## config.mk

```make
export PLATFORM = sky130hd
export DESIGN_NAME = gp_timer
export DESIGN_NICKNAME = d
export VERILOG_FILES = /design/src/rtl/gpt_pkg.sv /design/src/rtl/gpt_sync_edge.sv /design/src/rtl/gpt_tick_sel.sv /design/src/rtl/gpt_core.sv /design/src/rtl/gp_timer.sv
export SDC_FILE = /design/constraint.sdc
export NUM_CORES = 1
export LEC_CHECK = 0
export ABC_AREA = 0
export CAP_MARGIN = 20
export CORE_MARGIN = 2
export CORE_UTILIZATION = 30
export CTS_CLUSTER_DIAMETER = 120
export CTS_CLUSTER_SIZE = 10
export DETAILED_ROUTE_END_ITERATION = 8
export SKIP_CTS_REPAIR_TIMING = 1
export SYNTH_ARGS = -nofsm -noshare
export SYNTH_HDL_FRONTEND = slang
export SYNTH_HIERARCHICAL = 1
export SYNTH_SLANG_ARGS = --single-unit
```

## constraint.sdc

```tcl
create_clock -name clk -period 6.8 [get_ports clk]
set_clock_uncertainty 0.15 [all_clocks]
set_input_delay 1.36 -clock clk [delete_from_list [all_inputs] [get_ports clk]]
set_output_delay 1.36 -clock clk [all_outputs]
set_load 0.1 [all_outputs]
```

## src/rtl/gpt_pkg.sv

```systemverilog
package gpt_pkg;

    typedef enum logic [1:0] {
        MODE_PWM = 2'd0,
        MODE_EVT = 2'd1,
        MODE_CAP = 2'd2,
        MODE_OFF = 2'd3
    } gpt_mode_e;

    typedef enum logic [1:0] {
        CLK_SYS  = 2'd0,
        CLK_EXTA = 2'd1,
        CLK_EXTB = 2'd2,
        CLK_ALT  = 2'd3
    } gpt_clk_e;

endpackage

```

## src/rtl/gpt_sync_edge.sv

```systemverilog
// Two-flop synchroniser plus edge detector for N asynchronous inputs.
module gpt_sync_edge #(
    parameter int N = 3
) (
    input  logic         clk,
    input  logic         rst_n,
    input  logic [N-1:0] async_i,
    output logic [N-1:0] rise_o,
    output logic [N-1:0] fall_o
);

    typedef struct packed {
        logic [N-1:0] meta;
        logic [N-1:0] sync;
        logic [N-1:0] last;
    } sy_t;

    sy_t st_d, st_q;

    always_comb begin
        st_d      = st_q;
        st_d.meta = async_i;
        st_d.sync = st_q.meta;
        st_d.last = st_q.sync;
    end

    always_ff @(posedge clk or negedge rst_n) begin
        if (!rst_n) st_q <= '0;
        else        st_q <= st_d;
    end

    for (genvar i = 0; i < N; i++) begin : g_edge
        assign rise_o[i] =  st_q.sync[i] & ~st_q.last[i];
        assign fall_o[i] = ~st_q.sync[i] &  st_q.last[i];
    end

endmodule

```

## src/rtl/gpt_tick_sel.sv

```systemverilog
// Picks the counter tick source.
module gpt_tick_sel
    import gpt_pkg::*;
(
    input  gpt_clk_e sel_i,
    input  logic     exta_rise_i,
    input  logic     extb_rise_i,
    output logic     tick_o
);

    always_comb begin
        case (sel_i)
            CLK_EXTA: tick_o = exta_rise_i;
            CLK_EXTB: tick_o = extb_rise_i;
            default:  tick_o = 1'b1;
        endcase
    end

endmodule

```

## src/rtl/gpt_core.sv

```systemverilog
// Shared counter for waveform, edge counting and capture.
module gpt_core
    import gpt_pkg::*;
#(
    parameter int CNT_W = 16
) (
    input  logic             clk,
    input  logic             rst_n,
    input  logic             en_i,
    input  gpt_mode_e        mode_i,
    input  logic             tick_i,
    input  logic             pin_rise_i,
    input  logic             pin_fall_i,
    input  logic [CNT_W-1:0] period_i,
    input  logic [CNT_W-1:0] width_i,
    input  logic             ovf_clr_i,
    output logic             pin_out_o,
    output logic             pin_oe_o,
    output logic             irq_o,
    output logic [CNT_W-1:0] cap_period_o,
    output logic [CNT_W-1:0] cap_width_o,
    output logic             ovf_o
);

    typedef logic [CNT_W-1:0] cnt_t;
    localparam cnt_t CNT_MAX = {CNT_W{1'b1}};
    localparam cnt_t CNT_ONE = cnt_t'(1);

    typedef struct packed {
        cnt_t      cnt;
        cnt_t      per_sh;
        cnt_t      wid_sh;
        cnt_t      cap_per;
        cnt_t      cap_wid;
        gpt_mode_e mode;
        logic      run;
        logic      armed;
        logic      out;
        logic      oe;
        logic      irq;
        logic      ovf;
    } core_t;

    core_t st_d, st_q;
    cnt_t  per_eff;
    cnt_t  elapsed;
    logic  restart;
    logic  wrap;
    logic  ovf_set;

    always_comb begin
        st_d     = st_q;
        st_d.irq = 1'b0;
        ovf_set  = 1'b0;
        per_eff  = (period_i == '0) ? CNT_ONE : period_i;
        elapsed  = (tick_i && st_q.cnt != CNT_MAX) ? st_q.cnt + CNT_ONE : st_q.cnt;
        restart  = !st_q.run || (st_q.mode != mode_i);
        wrap     = (st_q.cnt >= st_q.per_sh - CNT_ONE);

        if (!en_i || mode_i == MODE_OFF) begin
            st_d.cnt   = '0;
            st_d.run   = 1'b0;
            st_d.armed = 1'b0;
            st_d.out   = 1'b0;
            st_d.oe    = 1'b0;
        end else begin
            st_d.mode = mode_i;
            st_d.run  = 1'b1;
            case (mode_i)
                MODE_PWM: begin
                    st_d.oe = 1'b1;
                    if (restart) begin
                        st_d.cnt    = '0;
                        st_d.per_sh = per_eff;
                        st_d.wid_sh = width_i;
                    end else if (tick_i) begin
                        if (wrap) begin
                            st_d.cnt    = '0;
                            st_d.per_sh = per_eff;
                            st_d.wid_sh = width_i;
                            st_d.irq    = 1'b1;
                        end else begin
                            st_d.cnt = st_q.cnt + CNT_ONE;
                        end
                    end
                    st_d.out = (st_d.cnt < st_d.wid_sh);
                end
                MODE_EVT: begin
                    st_d.oe  = 1'b0;
                    st_d.out = 1'b0;
                    if (restart) begin
                        st_d.cnt    = '0;
                        st_d.per_sh = per_eff;
                    end else if (pin_rise_i) begin
                        if (wrap) begin
                            st_d.cnt    = '0;
                            st_d.per_sh = per_eff;
                            st_d.irq    = 1'b1;
                        end else begin
                            st_d.cnt = st_q.cnt + CNT_ONE;
                        end
                    end
                end
                default: begin
                    st_d.oe  = 1'b0;
                    st_d.out = 1'b0;
                    if (restart) begin
                        st_d.cnt   = '0;
                        st_d.armed = 1'b0;
                    end else if (pin_rise_i) begin
                        if (st_q.armed) begin
                            st_d.cap_per = elapsed;
                            st_d.irq     = 1'b1;
                        end
                        st_d.armed = 1'b1;
                        st_d.cnt   = '0;
                    end else begin
                        st_d.cnt = elapsed;
                        if (pin_fall_i && st_q.armed) st_d.cap_wid = elapsed;
                        if (st_q.cnt != CNT_MAX && elapsed == CNT_MAX) ovf_set = 1'b1;
                    end
                end
            endcase
        end

        st_d.ovf = (st_q.ovf && !ovf_clr_i) || ovf_set;
    end

    always_ff @(posedge clk or negedge rst_n) begin
        if (!rst_n) begin
            st_q        <= '0;
            st_q.per_sh <= CNT_ONE;
            st_q.mode   <= MODE_OFF;
        end else begin
            st_q <= st_d;
        end
    end

    assign pin_out_o    = st_q.out;
    assign pin_oe_o     = st_q.oe;
    assign irq_o        = st_q.irq;
    assign cap_period_o = st_q.cap_per;
    assign cap_width_o  = st_q.cap_wid;
    assign ovf_o        = st_q.ovf;

endmodule

```

## src/rtl/gp_timer.sv

```systemverilog
module gp_timer
    import gpt_pkg::*;
#(
    parameter int CNT_W = 16
) (
    input  logic             clk,
    input  logic             rst_n,
    input  logic             cfg_en,
    input  logic [1:0]       cfg_mode,
    input  logic [1:0]       cfg_clksel,
    input  logic [CNT_W-1:0] cfg_period,
    input  logic [CNT_W-1:0] cfg_width,
    input  logic             ovf_clr,
    input  logic             pin_in,
    input  logic             ext_clk_a,
    input  logic             ext_clk_b,
    output logic             pin_out,
    output logic             pin_oe,
    output logic             irq,
    output logic [CNT_W-1:0] cap_period,
    output logic [CNT_W-1:0] cap_width,
    output logic             ovf_flag
);

    localparam int NSYNC = 3;

    logic [NSYNC-1:0] rises;
    logic [NSYNC-1:0] falls;
    logic             pin_rise;
    logic             pin_fall;
    logic             tick;

    gpt_sync_edge #(.N(NSYNC)) u_sync (
        .clk     (clk),
        .rst_n   (rst_n),
        .async_i ({ext_clk_b, ext_clk_a, pin_in}),
        .rise_o  (rises),
        .fall_o  (falls)
    );

    assign pin_rise = rises[0];
    assign pin_fall = falls[0];

    gpt_tick_sel u_tick (
        .sel_i       (gpt_clk_e'(cfg_clksel)),
        .exta_rise_i (rises[1]),
        .extb_rise_i (rises[2]),
        .tick_o      (tick)
    );

    gpt_core #(.CNT_W(CNT_W)) u_core (
        .clk          (clk),
        .rst_n        (rst_n),
        .en_i         (cfg_en),
        .mode_i       (gpt_mode_e'(cfg_mode)),
        .tick_i       (tick),
        .pin_rise_i   (pin_rise),
        .pin_fall_i   (pin_fall),
        .period_i     (cfg_period),
        .width_i      (cfg_width),
        .ovf_clr_i    (ovf_clr),
        .pin_out_o    (pin_out),
        .pin_oe_o     (pin_oe),
        .irq_o        (irq),
        .cap_period_o (cap_period),
        .cap_width_o  (cap_width),
        .ovf_o        (ovf_flag)
    );

endmodule

```

# ---- After elaboration in Yosys (flattened, before gate mapping)
# Index checks and enable logic that the tools add are counted.
# Widths: inputs -> output; s select.
dict set report classes {
  eq_ne 13
  n_lt_le_gt_ge 2
  muxes 36
  bitwise 12
  shift 0
  add_sub_neg 2
  n_div 0
  reduce_logical 20
  mul 0
}
# cell count
set op_table {}
lappend op_table {{$mux 48} 4}
lappend op_table {{$mux 16} 7}
lappend op_table {{$mux 32} 3}
lappend op_table {{$pmux 16 s2} 2}
lappend op_table {{$mux 1} 17}
lappend op_table {{$add 16x1->16 const B} 1}
lappend op_table {{$eq 16x16->1 const B} 1}
lappend op_table {{$ge 16x16->1} 1}
lappend op_table {{$logic_not 16->1} 1}
lappend op_table {{$lt 16x16->1} 1}
lappend op_table {{$ne 16x16->1 const B} 1}
lappend op_table {{$sub 16x1->16 const B} 1}
lappend op_table {{$reduce_and 5->1} 2}
lappend op_table {{$ne 4x1->1 const B} 2}
lappend op_table {{$not 1->1} 8}
lappend op_table {{$pmux 3 s2} 1}
lappend op_table {{$reduce_and 6->1} 1}
lappend op_table {{$and 1x1->1} 4}
lappend op_table {{$eq 2x1->1 const B} 2}
lappend op_table {{$eq 2x2->1 const B} 2}
lappend op_table {{$logic_and 1x1->1} 4}
lappend op_table {{$mux 4} 1}
lappend op_table {{$ne 4x2->1 const B} 1}
lappend op_table {{$reduce_and 2->1} 2}
lappend op_table {{other kinds (11)} 15}
dict set report word_totals {
  regBits 97
  elab_cells 100
  mem_count 0
  output_inout_bits 36
  latchBits 0
  in_bits 43
  mem_bits_rw 0
  rom_bits 0
}

# ---- Longest topological paths before layout
dict set report logic_depth {
  ltp_word 13
  depth_mapped 20
  mapped_depth_nobuf 19
}

# ---- Modules after synthesis
# Netlist, hierarchy kept.
# mod cells_per_inst area_per_inst_um2 seq_area_each_um2 instances
set by_module_without_submodules {}
lappend by_module_without_submodules {gpt_core 731 6571.3 2205.9 1}
lappend by_module_without_submodules {gpt_sync_edge 15 262.8 225.2 1}
lappend by_module_without_submodules {gpt_tick_sel 5 42.5 0.0 1}

# ---- Worst setup path before layout
# OpenSTA, ideal clock, no wires.
dict set report synth_timing {
  path_kind {reg-to-reg}
  startpoint {reg u_core/st_q[61] (netlist bit)}
  endpoint {reg u_core.st_q, in the netlist u_core/pin_out_o}
  setup_slack_ps 1632
  setup_ps 83
  arrival_time_ps 4935
  required_ps 6567
  stages_incl_launch_ff 21
  synth_period_minus_slack_ps 5168
  path_buffers 1
  cell_sequence {dfrtp_1 -> or4_1 -> nor4_1 -> nand2_1 -> nor3_1 -> xnor2_1 -> ha_1 -> and4_1 -> o2111ai_2 -> or4_1 -> a21oi_2 -> nor2_1 -> buf_4 -> mux2i_1 -> ha_1 -> a21o_1 -> a21o_1 -> a21o_1 -> a211oi_1 -> o211ai_1 -> o21ai_0}
}
# element line_no
set synth_rtl {}
lappend synth_rtl {{start, declared} gpt_core.sv:44} ;# core_t st_d, st_q;
lappend synth_rtl {{start signal, assigned} gpt_core.sv:135} ;# st_q <= st_d;

==> results.sh <==
export IMPL_status="complete, no violations"
export IMPL_fmax_mhz=165
export IMPL_intPower_mw=1.04
export IMPL_post_dp_hpwl_mm=13.9
export IMPL_power_leakage_nw=3.21
export IMPL_fin_crit_sh=0.891
export IMPL_comb_power_share=0.172
export IMPL_core_area_mm2=0.0226
export IMPL_power_mw=1.45
export IMPL_hold_viol=0
export IMPL_via_per_inst=5.48
export IMPL_fp_dieW_um=155
export IMPL_design_area_mm2=0.00792
export IMPL_syn_area_per_cell_um2=9.16
export IMPL_grt_pass1_vias=5465
export IMPL_criticalPathCategory="reg2reg"
export IMPL_drtIter0Drc=512
export IMPL_max_slew_margin=0.296
export IMPL_clk_insertion_delay_late_ns=0.36
export IMPL_ios=79
export IMPL_cts_sinks=97
export IMPL_cts_root_buf="clkbuf_16"
export IMPL_synth_cells=749
export IMPL_drive_above_1_share=0.113
export IMPL_vias=5783
export IMPL_critPathMaxFanout=11
export IMPL_cp_required_ns=6.94
export IMPL_cts_buffer_depth=2
export IMPL_numCtsBuffers=9
export IMPL_placed_cells=1038
export IMPL_multi_input_area_mm2=0.00390
export IMPL_antenna_found_initial=0
export IMPL_cp_end_kind="flop"
export IMPL_grt_max_degree=52
export IMPL_syn_num_nets=827
export IMPL_final_cells=1055
export IMPL_grt_use_total=0.164
export IMPL_ff_latch_area_mm2=0.00243
export IMPL_fill_cells=2341
export IMPL_critPathArrivalTime_ns=6.19
export IMPL_rsz0062_at_grt="no"
export IMPL_swShare=0.283
export IMPL_nets=843
export IMPL_tightest_slew_ns=1.06
export IMPL_grt_overflow_total=0
export IMPL_syn_area_mm2=0.00686
export IMPL_hp_class="reg2reg"
export IMPL_seqPwrFrac=0.458
export IMPL_p_sw_uw=410
export IMPL_path_clk_slew_ns=0.07
export IMPL_start_kind="flop"
export IMPL_cap_viol_max_count=0
export IMPL_layout_min_cycle_time_ns=6.06
export IMPL_setup_tns_ns=0
export IMPL_gp_congestion=0.937
export IMPL_p_per_area_mw_per_mm2=183
export IMPL_wl_per_cell_um=18.2
export IMPL_holdWs_ns=0.199
export IMPL_routed_wl_mm=19.2
export IMPL_antennaDiodeCount=0
export IMPL_drv_slew=0
export IMPL_cts_tree="done"
export IMPL_die_area_mm2=0.0241
export IMPL_drt_pass1_iter_count=5
export IMPL_drtAntennaViolNets=0
export IMPL_dpl_instance_area_mm2=0.00760
export IMPL_start_util=0.304
export IMPL_htree_levels=3
export IMPL_yosys_warnings=6
export IMPL_grt_pass1_wl_mm=30.8
export IMPL_num_rows=55
export IMPL_numPortBuffers=78
export IMPL_clkPwrFrac=0.370
export IMPL_drc=0
export IMPL_die_height_um=155
export IMPL_area_delta_synth_final_pct=15.3
export IMPL_setup_viol=0
export IMPL_ir_worst_vdd_v=0.000110
==> stage by stage <==
| step | setup slack (ns) | utilization |
|---|---|---|
| final | 0.743 | 0.351 |
| after global routing | 0.223 | 0.351 |
| after CTS | 0.727 | 0.350 |
| after detailed placement | 0.734 | 0.337 |
| after global placement | 1.05 | 0.337 |
| after floorplan | 1.63 | - |
==> sequential cells by signal, summed over array words and instances (netlist names) <==
| signal | flops |
|---|---|
| u_core/st_q | 52 |
| u_core/cap_period_o | 16 |
| u_core/cap_width_o | 16 |
| u_sync/st_d | 6 |
| u_sync/st_q | 3 |
| u_core/irq_o | 1 |
| u_core/ovf_o | 1 |
| u_core/pin_oe_o | 1 |
| u_core/pin_out_o | 1 |
==> layout make-up <==
cell class | instances | area share
clock inverter | 6 | 0.00901
clock buffer | 10 | 0.0289
inverter | 15 | 0.00711
multi-input combinational | 553 | 0.493
sequential | 97 | 0.307
tap | 285 | 0.0450
timing repair buffer | 89 | 0.110
==> routing by layer <==
layer  global-route usage  up-vias  wire (µm)
li1                     -     2761          -
met1                0.233     2761       8730
met2                0.247      228       8700
met3               0.0345       33       1320
met4               0.0594        0        468
met5                    0        -          0
==> critical path: stages (launching register included) <==
cell	delay (ns)
dfrtp_1	0.42
or4_1	0.58
nor4_1	0.49
nand2_1	0.20
nor3_1	0.22
xnor2_1	0.09
ha_1	0.28
and4_1	0.24
o2111ai_2	0.18
or4_1	0.81
a21oi_2	0.28
nor2_1	0.22
buf_4	0.25
mux2i_1	0.13
ha_1	0.31
a21o_1	0.16
a21o_1	0.17
a21o_1	0.18
a211oi_1	0.32
o211ai_1	0.13
o21ai_0	0.15
==> final timing paths <==
check                                 from          endpoint  slack (ns)  cells past startpoint
min reg2reg                 u_sync/st_d[3]    u_sync/st_d[0]        0.20                      0
max in group asynchronous            rst_n    u_core/st_q[5]        4.52                      2
min                         u_sync/st_d[3]    u_sync/st_d[0]        0.20                      0
max                        u_core/st_q[59]  u_core/pin_out_o        0.74                     20
max reg2reg                u_core/st_q[59]  u_core/pin_out_o        0.74                     20
min in group asynchronous            rst_n   u_core/st_q[58]        0.86                      1
==> power groups by stage <==
| stage | registers, mW | logic, mW | clock network, mW |
|---|---|---|---|
| 6_report | 0.664 | 0.249 | 0.536 |
| 5_1_grt | 0.670 | 0.276 | 0.577 |
| 4_1_cts | 0.663 | 0.251 | 0.552 |
| 3_5_place_dp | 0.674 | 0.250 | 0 |
| 3_3_place_gp | 0.673 | 0.247 | 0 |
| 2_1_floorplan | 0.668 | 0.166 | 0 |
==> cell usage in the layout, fill, tap and decap left out, drive strengths merged, types with 11 or more instances in the layout <==
| master | count |
|---|---|
| mux2i | 23 |
| inv | 18 |
| nor2 | 44 |
| nor3 | 22 |
| a21oi | 33 |
| xnor2 | 18 |
| mux2 | 41 |
| a31oi | 15 |
| ha | 35 |
| dfrtp | 94 |
| nand2 | 76 |
| nand4 | 16 |
| and3 | 11 |
| clkdlybuf4s50 | 77 |
| o21ai | 44 |
| buf | 12 |
| a22oi | 13 |
| nor4 | 17 |
| nand3 | 27 |
| a21o | 13 |
Power figures use the tool's default switching activity.
